<file path="config.mk">
export PLATFORM = sky130hd
export DESIGN_NAME = ata_wait_engine
export DESIGN_NICKNAME = d
export VERILOG_FILES = /design/src/rtl/ata_wait_pkg.sv /design/src/rtl/ata_wait_timer.sv /design/src/rtl/ata_wait_budget.sv /design/src/rtl/ata_status_eval.sv /design/src/rtl/ata_wait_ctrl.sv /design/src/rtl/ata_wait_engine.sv
export SDC_FILE = /design/constraint.sdc
export NUM_CORES = 1
export LEC_CHECK = 0
export ABC_CLOCK_PERIOD_IN_PS = 4850
export BUFFER_PORTS_ARGS = -buffer_cell sky130_fd_sc_hd__buf_2
export CAP_MARGIN = 25
export CELL_PAD_IN_SITES_DETAIL_PLACEMENT = 0
export CELL_PAD_IN_SITES_GLOBAL_PLACEMENT = 1
export CORE_ASPECT_RATIO = 0.6
export CORE_MARGIN = 1
export CORE_UTILIZATION = 23
export DETAILED_ROUTE_END_ITERATION = 10
export PLACE_DENSITY_LB_ADDON = 0.25
export SYNTH_ARGS = -nofsm -noshare
export SYNTH_HDL_FRONTEND = slang
export SYNTH_HIERARCHICAL = 1
export SYNTH_SLANG_ARGS = --single-unit
</file>
<file path="constraint.sdc">
create_clock -name clk_i -period 4.85 [get_ports clk_i]
set_clock_uncertainty 0.15 [all_clocks]
set_input_delay 0.485 -clock clk_i [delete_from_list [all_inputs] [get_ports clk_i]]
set_output_delay 0.485 -clock clk_i [all_outputs]
set_load 0.005 [all_outputs]
</file>
<file path="src/rtl/ata_wait_pkg.sv">
`timescale 1ns/1ps
package ata_wait_pkg;
  localparam int unsigned BSY_BIT = 7;
  localparam int unsigned ERR_BIT = 0;
  localparam int unsigned DEV_BIT = 4;
  localparam logic [7:0]  DRV_BASE = 8'hA0;
  localparam logic [7:0]  FLOAT_VAL = 8'hFF;

  typedef enum logic [1:0] {
    RES_OK      = 2'd0,
    RES_ERR     = 2'd1,
    RES_BUSY_TO = 2'd2,
    RES_MASK_TO = 2'd3
  } wait_res_e;

  typedef enum logic [3:0] {
    S_IDLE,
    S_SETTLE,
    S_CHECK,
    S_RESEL,
    S_BWAIT,
    S_MSETTLE,
    S_MREAD,
    S_MWAIT
  } wait_state_e;
endpackage

</file>
<file path="src/rtl/ata_wait_timer.sv">
`timescale 1ns/1ps
module ata_wait_timer #(
  parameter int unsigned W = 10
) (
  input  logic         clk_i,
  input  logic         rst_ni,
  input  logic         load_i,
  input  logic [W-1:0] load_val_i,
  input  logic         tick_i,
  output logic         expire_o
);
  logic [W-1:0] cnt_q;

  always_ff @(posedge clk_i or negedge rst_ni) begin
    if (!rst_ni)                        cnt_q <= '0;
    else if (load_i)                    cnt_q <= load_val_i;
    else if (tick_i && cnt_q != '0)     cnt_q <= cnt_q - W'(1);
  end

  // last counted tick of the interval
  assign expire_o = tick_i && !load_i && (cnt_q == W'(1));
endmodule

</file>
<file path="src/rtl/ata_wait_budget.sv">
`timescale 1ns/1ps
module ata_wait_budget #(
  parameter int unsigned FAST_US       = 10,
  parameter int unsigned SLOW_US       = 1000,
  parameter int unsigned FAST_LIMIT_US = 1000,
  parameter int unsigned BUSY_LIMIT_US = 1000000,
  localparam int unsigned AW = $clog2(BUSY_LIMIT_US + SLOW_US + 1)
) (
  input  logic clk_i,
  input  logic rst_ni,
  input  logic clear_i,
  input  logic add_i,
  input  logic slow_i,
  output logic past_fast_o,
  output logic exhausted_o
);
  logic [AW-1:0] acc_q;
  logic [AW-1:0] step;

  assign step = slow_i ? AW'(SLOW_US) : AW'(FAST_US);

  always_ff @(posedge clk_i or negedge rst_ni) begin
    if (!rst_ni)      acc_q <= '0;
    else if (clear_i) acc_q <= '0;
    else if (add_i)   acc_q <= acc_q + step;
  end

  assign past_fast_o = acc_q > AW'(FAST_LIMIT_US);
  assign exhausted_o = acc_q >= AW'(BUSY_LIMIT_US);
endmodule

</file>
<file path="src/rtl/ata_status_eval.sv">
`timescale 1ns/1ps
module ata_status_eval
  import ata_wait_pkg::*;
#(
  parameter int unsigned SW = 8
) (
  input  logic [SW-1:0] status_i,
  input  logic [SW-1:0] mask_i,
  output logic          floating_o,
  output logic          bsy_o,
  output logic          err_o,
  output logic          mask_met_o
);
  logic [SW-1:0] hit;

  for (genvar i = 0; i < SW; i++) begin : g_hit
    assign hit[i] = !mask_i[i] || status_i[i];
  end

  assign floating_o = &status_i;
  assign bsy_o      = status_i[BSY_BIT];
  assign err_o      = status_i[ERR_BIT];
  assign mask_met_o = &hit;
endmodule

</file>
<file path="src/rtl/ata_wait_ctrl.sv">
`timescale 1ns/1ps
module ata_wait_ctrl
  import ata_wait_pkg::*;
#(
  parameter int unsigned START_US     = 1,
  parameter int unsigned FAST_US      = 10,
  parameter int unsigned SLOW_US      = 1000,
  parameter int unsigned MASK_SAMPLES = 5000,
  parameter int unsigned TW           = 10,
  localparam int unsigned CW = $clog2(MASK_SAMPLES + 1)
) (
  input  logic          clk_i,
  input  logic          rst_ni,
  input  logic          start_i,
  input  logic [7:0]    mask_i,
  input  logic          unit_i,
  input  logic          expire_i,
  input  logic          floating_i,
  input  logic          bsy_i,
  input  logic          err_i,
  input  logic          mask_met_i,
  input  logic          past_fast_i,
  input  logic          exhausted_i,
  output logic          tmr_load_o,
  output logic [TW-1:0] tmr_val_o,
  output logic          acc_clear_o,
  output logic          acc_add_o,
  output logic          acc_slow_o,
  output logic [7:0]    mask_q_o,
  output logic          rd_o,
  output logic          wr_o,
  output logic [7:0]    wdata_o,
  output logic          busy_o,
  output logic          done_o,
  output logic [1:0]    result_o
);
  wait_state_e state_q, state_d;
  logic [7:0]    mask_q;
  logic          unit_q;
  logic [CW-1:0] scnt_q;
  logic          scnt_inc;
  logic          fin;
  wait_res_e     fin_code;
  logic          done_q;
  wait_res_e     res_q;

  always_comb begin
    state_d     = state_q;
    tmr_load_o  = 1'b0;
    tmr_val_o   = '0;
    acc_clear_o = 1'b0;
    acc_add_o   = 1'b0;
    acc_slow_o  = 1'b0;
    rd_o        = 1'b0;
    wr_o        = 1'b0;
    scnt_inc    = 1'b0;
    fin         = 1'b0;
    fin_code    = RES_OK;
    unique case (state_q)
      S_IDLE: begin
        if (start_i) begin
          state_d     = S_SETTLE;
          tmr_load_o  = 1'b1;
          tmr_val_o   = TW'(START_US);
          acc_clear_o = 1'b1;
        end
      end
      S_SETTLE: if (expire_i) state_d = S_CHECK;
      S_CHECK: begin
        if (exhausted_i) begin
          fin      = 1'b1;
          fin_code = RES_BUSY_TO;
        end else begin
          rd_o = 1'b1;
          if (floating_i) begin
            acc_add_o  = 1'b1;
            acc_slow_o = 1'b1;
            state_d    = S_RESEL;
          end else if (!bsy_i) begin
            if (mask_q == '0) begin
              fin      = 1'b1;
              fin_code = err_i ? RES_ERR : RES_OK;
            end else begin
              tmr_load_o = 1'b1;
              tmr_val_o  = TW'(START_US);
              state_d    = S_MSETTLE;
            end
          end else begin
            acc_add_o  = 1'b1;
            acc_slow_o = past_fast_i;
            tmr_load_o = 1'b1;
            tmr_val_o  = past_fast_i ? TW'(SLOW_US) : TW'(FAST_US);
            state_d    = S_BWAIT;
          end
        end
      end
      S_RESEL: begin
        wr_o       = 1'b1;
        tmr_load_o = 1'b1;
        tmr_val_o  = TW'(SLOW_US);
        state_d    = S_BWAIT;
      end
      S_BWAIT:   if (expire_i) state_d = S_CHECK;
      S_MSETTLE: if (expire_i) state_d = S_MREAD;
      S_MREAD: begin
        rd_o = 1'b1;
        if (mask_met_i) begin
          fin      = 1'b1;
          fin_code = err_i ? RES_ERR : RES_OK;
        end else if (scnt_q == CW'(MASK_SAMPLES - 1)) begin
          fin      = 1'b1;
          fin_code = RES_MASK_TO;
        end else begin
          scnt_inc   = 1'b1;
          tmr_load_o = 1'b1;
          tmr_val_o  = TW'(FAST_US);
          state_d    = S_MWAIT;
        end
      end
      S_MWAIT: if (expire_i) state_d = S_MREAD;
      default: state_d = S_IDLE;
    endcase
    if (fin) state_d = S_IDLE;
  end

  always_ff @(posedge clk_i or negedge rst_ni) begin
    if (!rst_ni) begin
      state_q <= S_IDLE;
      mask_q  <= '0;
      unit_q  <= 1'b0;
      scnt_q  <= '0;
      done_q  <= 1'b0;
      res_q   <= RES_OK;
    end else begin
      state_q <= state_d;
      done_q  <= fin;
      if (fin) res_q <= fin_code;
      if (state_q == S_IDLE && start_i) begin
        mask_q <= mask_i;
        unit_q <= unit_i;
        scnt_q <= '0;
      end else if (scnt_inc) begin
        scnt_q <= scnt_q + CW'(1);
      end
    end
  end

  assign mask_q_o = mask_q;
  assign wdata_o  = DRV_BASE | (8'(unit_q) << DEV_BIT);
  assign busy_o   = state_q != S_IDLE;
  assign done_o   = done_q;
  assign result_o = res_q;
endmodule

</file>
<file path="src/rtl/ata_wait_engine.sv">
`timescale 1ns/1ps
module ata_wait_engine #(
  parameter int unsigned START_US      = 1,
  parameter int unsigned FAST_US       = 10,
  parameter int unsigned SLOW_US       = 1000,
  parameter int unsigned FAST_LIMIT_US = 1000,
  parameter int unsigned BUSY_LIMIT_US = 1000000,
  parameter int unsigned MASK_SAMPLES  = 5000
) (
  input  logic       clk_i,
  input  logic       rst_ni,
  input  logic       start_i,
  input  logic [7:0] mask_i,
  input  logic       unit_i,
  input  logic       us_tick_i,
  output logic       reg_rd_o,
  input  logic [7:0] reg_rdata_i,
  output logic       reg_wr_o,
  output logic [7:0] reg_wdata_o,
  output logic       busy_o,
  output logic       done_o,
  output logic [1:0] result_o
);
  localparam int unsigned T_A  = (SLOW_US > FAST_US) ? SLOW_US : FAST_US;
  localparam int unsigned TMAX = (T_A > START_US) ? T_A : START_US;
  localparam int unsigned TW   = $clog2(TMAX + 1);

  logic          tmr_load, expire;
  logic [TW-1:0] tmr_val;
  logic          acc_clear, acc_add, acc_slow, past_fast, exhausted;
  logic          floating, bsy, err, mask_met;
  logic [7:0]    mask_q;

  ata_wait_timer #(.W(TW)) u_timer (
    .clk_i, .rst_ni,
    .load_i(tmr_load), .load_val_i(tmr_val), .tick_i(us_tick_i), .expire_o(expire)
  );

  ata_wait_budget #(
    .FAST_US(FAST_US), .SLOW_US(SLOW_US),
    .FAST_LIMIT_US(FAST_LIMIT_US), .BUSY_LIMIT_US(BUSY_LIMIT_US)
  ) u_budget (
    .clk_i, .rst_ni,
    .clear_i(acc_clear), .add_i(acc_add), .slow_i(acc_slow),
    .past_fast_o(past_fast), .exhausted_o(exhausted)
  );

  ata_status_eval #(.SW(8)) u_eval (
    .status_i(reg_rdata_i), .mask_i(mask_q),
    .floating_o(floating), .bsy_o(bsy), .err_o(err), .mask_met_o(mask_met)
  );

  ata_wait_ctrl #(
    .START_US(START_US), .FAST_US(FAST_US), .SLOW_US(SLOW_US),
    .MASK_SAMPLES(MASK_SAMPLES), .TW(TW)
  ) u_ctrl (
    .clk_i, .rst_ni,
    .start_i, .mask_i, .unit_i,
    .expire_i(expire), .floating_i(floating), .bsy_i(bsy), .err_i(err),
    .mask_met_i(mask_met), .past_fast_i(past_fast), .exhausted_i(exhausted),
    .tmr_load_o(tmr_load), .tmr_val_o(tmr_val),
    .acc_clear_o(acc_clear), .acc_add_o(acc_add), .acc_slow_o(acc_slow),
    .mask_q_o(mask_q),
    .rd_o(reg_rd_o), .wr_o(reg_wr_o), .wdata_o(reg_wdata_o),
    .busy_o, .done_o, .result_o
  );
endmodule

</file>
==> results.txt, run 1 <==
Worst Setup Start Kind: flip-flop
Final min period: 3.93 ns
Critical path, cell by cell: or4_1 > nor2_1 > a21oi_1 > or3_4 > nor2_1 > inv_1 > ha_1 > ha_1 > o211ai_2 > nand2b_1 > a2111oi_0 > a221o_1
Worst Slack Setup Final: 0.923 ns
#FFs+latches synth: 57
Synth Area per Inst: 8.77 um^2
Worst Hold Class: input port to async pin
Global-route wire length before repair: 17.8 mm
Drt wl/cell: 15.3 um
Distinct cells, synth: 80
CTS Root Cell: clkbuf_16
Largest net degree at the start of global routing: 58
Worst setup path class: flip-flop to flip-flop
Overall Power: 1.82 mW
HPWL Detailed: 7.49 mm
Critical path's slowest cell: or4_1
GPL Wtd Cong: 0.767
Die Width: 172 um
Period utilization: 81.0%
Crit path DAT: 4.05 ns
Max Slew Vio Count: 0
CP Max Fanout: 7
Maxcap violations: 0
Number of global-route vias before repair: 3229
Initial antenna violation count: 0
Max-slew headroom: 47.1%
I/O Buffers: 27
Sink Count: 57
H-tree Lvls: 3
Clock latency on the worst-skew pair: 0.33 ns
Die area: 18000 um^2
Synth async-reset ratio: 100%
Most frequent cells in the layout: 57 x dfrtp_1, 50 x nand2_1, 42 x nor2_1, 27 x buf_2, 24 x inv_1
Gr ovfl total: 0
Drt pass-1 iters: 6
Vias per std cell: 4.87
Clk slew on worst S/H paths: 0.06 ns
PwrDens: 400 nW/um^2
Reg2Reg Depth: 12
Status: finished clean
RSZ-0062 raised after global routing: false
Measured slew at the worst slew-check pin: 0.793 ns
Sequential cell area fraction in the yosys report: 35.6%
Num CTS Buffers: 9
Final core occ: 27.3%
Hold Fails Final Rpt: 0
Starting DRT DRC Count: 234
CTS resizes: 0
CTS tree: yes
Ports: 35
Pre-CTS setup slack: 0.985 ns
Placed inst area: 4250 um^2
Final Instance Area: 4540 um^2
Initial core utilization: 24.1%
CP peak stage delay: 0.58 ns
Synth Flop Type: dfrtp_1
Via count: 3427
Setup TNS Final: 0 ns
Antenna cells: 0
Clock Path Buffers: 2
Most common cell after layout, fill and taps aside: dfrtp_1
DR DRC count: 0
Synth Warn #: 6
# Post-CTS Setup Buffers: 0
Cell leakage power: 2.02 nW
Peak VDD IR: 0.136 mV
Netlist area before placement: 4010 um^2
Height of the die: 104 um
Area growth syn-to-layout: 13.4%
CORE AREA: 16600 um^2
Row count: 36
Drt total wl: 10.7 mm
Detail Route Antenna Nets: 0
Post-CTS Hold Fix Bufs: 0
Mapped Cells: 457
Post-synth EDFFs: 0
Final nets: 501
Global Route Usage Sum: 12.8%
Worst Path Required: 4.97 ns
Setup Viol. Count Final: 0
Nature of the critical path endpoint: flip-flop
Layout cells sized above 1: 16.8%
F_max: 255 MHz
## critical path: cells and delay by family, from the launching register on
family          cells  cell delay [ns]
compound gates      4             0.95
fa+ha+maj           2             0.48
buf+inv             1             0.10
flops               1             0.43
simple gates        5             1.75
## path summary, 6_finish.rpt
path | startpoint | to | slack, ns
max reg2reg | u_budget/acc_q[13] | u_budget/acc_q[7] | 0.92
min in group clk_i | unit_i | u_ctrl/unit_q | 0.20
min reg2reg | u_ctrl/unit_q | u_ctrl/unit_q | 0.32
max in group asynchronous | rst_ni | u_budget/acc_q[18] | 3.85
max | u_budget/acc_q[13] | u_budget/acc_q[7] | 0.92
min | rst_ni | u_ctrl/mask_q_o[2] | 0.17
## cell type report
cell class              instances  area (um^2)
well taps                     228          285
flip-flops and latches         57         1430
inverters                      25         93.8
clock inverters                 5         55.1
repair buffers                 32          173
fillers                      1782        12100
multi-input cells             345         2270
clock buffers                  11          243
## per-layer routing
metal / GRT usage [%] / vias up / share of wire (%) / wire [um]
met5: 0 / - / 0 / 0
li1: - / 1675 / - / -
met1: 20.7 / 1660 / 57 / 6060
met3: 3.46 / 10 / 4.9 / 523
met4: 3.22 / 0 / 0.98 / 105
met2: 15.6 / 82 / 38 / 4030
## report_power, final
group          internal (mW)  switching [mW]
registers              0.574           0.142
logic                  0.200           0.262
clock network          0.410           0.232
## logic make-up (layout without fill, tap and decap cells)
group / after synthesis / after routing / synth area share, %
AO/OA/AOI/OAI: 95 / 95 / 18.3
buffers and inverters: 62 / 73 / 8.49
adder cells (fa/ha/maj): 10 / 10 / 3.12
flip-flops: 57 / 57 / 35.6
XOR/XNOR: 10 / 10 / 2.18
AND/OR/NAND/NOR: 209 / 209 / 28.9
multiplexers: 12 / 12 / 3.28
other: 2 / 9 / 0.187
## flip-flops by register name (all words and copies together), names as in the netlist
register and count:
u_ctrl/state_q 3, u_ctrl/unit_q 1, u_ctrl/mask_q_o 8, u_ctrl/scnt_q 13, u_ctrl/done_o 1, u_timer/cnt_q 10
u_budget/acc_q 19, u_ctrl/result_o 2
## stage by stage
stage               instances  hold WS [ns]
floorplan                 464        0.0394
global placement          687         0.302
detailed placement        687         0.307
CTS                       703         0.184
global route              703         0.193
finish                    703         0.172
## Yosys cell counts (5+ instances only)
| master | count | area share [%] |
|---|---|---|
| a21o_1 | 8 | 1.5 |
| o21ai_0 | 15 | 1.9 |
| nand3_1 | 17 | 2.1 |
| ha_1 | 10 | 3.1 |
| nor3_1 | 12 | 1.5 |
| buf_4 | 17 | 3.2 |
| nor2_1 | 42 | 3.9 |
| buf_6 | 5 | 1.4 |
| a31oi_1 | 7 | 1.1 |
| nand4_1 | 17 | 2.7 |
| nor2b_1 | 13 | 2.0 |
| xnor2_1 | 8 | 1.7 |
| dfrtp_1 | 57 | 36 |
| and3_1 | 5 | 0.78 |
| a21oi_1 | 14 | 1.7 |
| nor4_1 | 9 | 1.4 |
| mux2_1 | 5 | 1.4 |
| inv_1 | 24 | 2.2 |
| nand2_1 | 50 | 4.7 |
| clkbuf_1 | 10 | 0.94 |
(Power assumes the default switching activity.)
==> run 2: changes to the inputs <==
- ABC_CLOCK_PERIOD_IN_PS: 4850 -> 3600
- clock period: 4.85 -> 3.6 ns (I/O delays scaled with it)
==> results.txt, run 2 (synthesis gave the netlist of run 1 again) <==
Worst Path Required: 3.66 ns (was 4.97 ns)
Met3 Use GR: 3.27% (was 3.46%)
CP peak stage delay: 0.53 ns (was 0.58 ns)
Layout cells sized above 1: 20.2% (was 16.8%)
Clk slew on worst S/H paths: 0.06 ns (about the same)
Drt wl/cell: 15.0 um (was 15.3 um)
Die area: 18000 um^2 (unchanged)
Critical path's slowest cell: or4_1 (unchanged)
Setup TNS Final: 0 ns (unchanged)
PwrDens: 545 nW/um^2 (was 400 nW/um^2)
Grt met2 use: 16.4% (was 15.6%)
Reg power frac: 37.0% (was 39.3%)
Num CTS Buffers: 9 (unchanged)
Area growth syn-to-layout: 17.2% (was 13.4%)
Drt total wl: 10.7 mm (about the same)
Die Width: 172 um (unchanged)
Final nets: 511 (was 501)
H-tree Lvls: 3 (unchanged)
Most common cell after layout, fill and taps aside: dfrtp_1 (unchanged)
RSZ-0062 raised after global routing: false (unchanged)
Drt pass-1 iters: 4 (was 6)
CTS Root Cell: clkbuf_16 (unchanged)
CORE AREA: 16600 um^2 (unchanged)
GPL Wtd Cong: 0.825 (was 0.767)
Max reg flops: 19 (unchanged)
Cell mode on critical path: nor2_2
Measured slew at the worst slew-check pin: 0.659 ns (was 0.793 ns)
Crit path DAT: 3.44 ns (was 4.05 ns)
Hold depth: 3
Setup Viol. Count Final: 0 (unchanged)
Detail Route Antenna Nets: 0 (unchanged)
Reg2Reg Depth: 12 (unchanged)
Starting DRT DRC Count: 212 (was 234)
HPWL Detailed: 7.75 mm (was 7.49 mm)
Vias per std cell: 4.87 (about the same)
Global Route Usage Sum: 12.7% (was 12.8%)
Register Area: 1430 um^2 (unchanged)
Clock Path Buffers: 2 (unchanged)
I/O Buffers: 27 (unchanged)
Setup slack, reg-to-reg: 0.22 ns (was 0.92 ns)
Clock power frac: 36.9% (was 35.3%)
Most frequent cells in the layout: 57 x dfrtp_1, 50 x nand2_1, 40 x nor2_1, 27 x buf_2, 24 x inv_1 (was 57 x dfrtp_1, 50 x nand2_1, 42 x nor2_1, 27 x buf_2, 24 x inv_1)
Status: finished clean (unchanged)
DR DRC count: 0 (unchanged)
Internal power: 1.67 mW (was 1.18 mW)
Final core occ: 28.3% (was 27.3%)
Max Slew Vio Count: 0 (unchanged)
Largest regs: u_budget/acc_q: 19 flops, u_ctrl/scnt_q: 13 flops, u_timer/cnt_q: 10 flops (unchanged)
Antenna cells: 0 (unchanged)
Sum of buffers and inverters on the critical path: 1 (unchanged)
Nature of the critical path endpoint: flip-flop (unchanged)
Fillers: 1749 (was 1782)
Comb power frac: 26.0% (was 25.4%)
Worst setup path class: flip-flop to flip-flop (unchanged)
Met1 layer usage reported by global route: 19.9% (was 20.7%)
Largest net degree at the start of global routing: 52 (was 58)
Multi-input gate area: 2300 um^2 (was 2270 um^2)
CTS tree: yes (unchanged)
Via count: 3474 (was 3427)
Net switching power: 0.885 mW (was 0.636 mW)
Sink Count: 57 (unchanged)
Cell leakage power: 2.08 nW (was 2.02 nW)
F_max: 296 MHz (was 255 MHz)
Hold Fails Final Rpt: 0 (unchanged)
Global-route wire length before repair: 17.7 mm (was 17.8 mm)
Gr ovfl total: 0 (unchanged)
Number of global-route vias before repair: 3268 (was 3229)
Ports: 35 (unchanged)
CP Depth: 12 (unchanged)
Worst Hold Class: input port to flip-flop (was input port to async pin)
Sw frac: 34.6% (was 35.0%)
Height of the die: 104 um (unchanged)
Row count: 36 (unchanged)
Period utilization: 93.8% (was 81.0%)
Critical path, cell by cell: or4_1 > nor2_2 > a21oi_2 > or3_4 > nor2_2 > inv_1 > ha_1 > ha_2 > o211ai_2 > o211a_4 > o32ai_2 > mux2_1 (was or4_1 > nor2_1 > a21oi_1 > or3_4 > nor2_1 > inv_1 > ha_1 > ha_1 > o211ai_2 > nand2b_1 > a2111oi_0 > a221o_1)
Register with the most flip-flops: u_budget/acc_q (unchanged)
Clock latency on the worst-skew pair: 0.34 ns (was 0.33 ns)
Initial core utilization: 24.1% (unchanged)
Peak VDD IR: 0.182 mV (was 0.136 mV)
Maxcap violations: 0 (unchanged)
Initial antenna violation count: 0 (unchanged)
Worst Setup Start Kind: flip-flop (unchanged)
Final min period: 3.38 ns (was 3.93 ns)
Top Usage Layer GRT: met1 (unchanged)
CP Max Fanout: 7 (unchanged)
CP top delay family: simple AND/OR/NAND/NOR gates (unchanged)
Max-slew headroom: 56.1% (was 47.1%)
==> run 2: path summary, 6_finish.rpt <==
path	start	to
hold / removal	mask_i[3]	u_ctrl/mask_q_o[3]
hold reg to reg	u_ctrl/unit_q	u_ctrl/unit_q
setup reg to reg	u_budget/acc_q[11]	u_budget/acc_q[19]
min in group asynchronous	rst_ni	u_ctrl/mask_q_o[4]
max in group asynchronous	rst_ni	u_timer/cnt_q[3]
setup / recovery	u_budget/acc_q[11]	u_budget/acc_q[19]
==> run 2: metrics by stage <==
stage                     area [um^2]  setup slack (ns)  hold WS, ns  std cells  total power [mW]
after floorplan                  4040             0.235      -0.0856        464              1.43
after global placement           4320             0.203        0.291        695              1.62
after detailed placement         4320             0.143        0.290        695              1.61
after CTS                        4660             0.131       0.0491        712              2.58
after global routing             4700            0.0170       0.0610        713              2.75
final                            4700             0.222       0.0620        713              2.56
==> run 2: final cells by class <==
class / count / area share [%]
multi-input cells: 345 / 49.0
repair buffers: 42 / 5.59
flip-flops and latches: 57 / 30.4
inverters: 25 / 2.00
clock inverters: 7 / 2.18
well taps: 228 / 6.07
clock buffers: 9 / 4.79
==> run 2: repair_timing <==
item	in CTS	in global routing
endpoints found under the setup margin	0	12
endpoints found under the hold margin	24	0
hold buffers	1	0
gates resized for setup	0	10
buffers inserted	0	1
==> run 2: routing by layer <==
metal | wire length [um] | part of all wire (%)
met1 | 5990 | 56
met2 | 4080 | 38
met3 | 505 | 4.7
met4 | 98 | 0.92
met5 | 0 | 0
==> run 2: worst reg2reg max path, delay by kind of cell, from the launching register on <==
family / cells / cell delay (ns)
flops: 1 / 0.41
simple gates: 4 / 1.24
buf+inv: 1 / 0.06
fa+ha+maj: 2 / 0.45
compound gates: 4 / 0.66
mux: 1 / 0.31
==> run 2: power groups by stage <==
stage               Combinational (mW)  Clock, mW  Sequential, mW
finish                           0.666      0.945           0.947
global route                     0.763       1.01           0.975
CTS                              0.664      0.976           0.942
detailed placement               0.657          0           0.951
global placement                 0.659          0           0.958
floorplan                        0.561          0           0.871
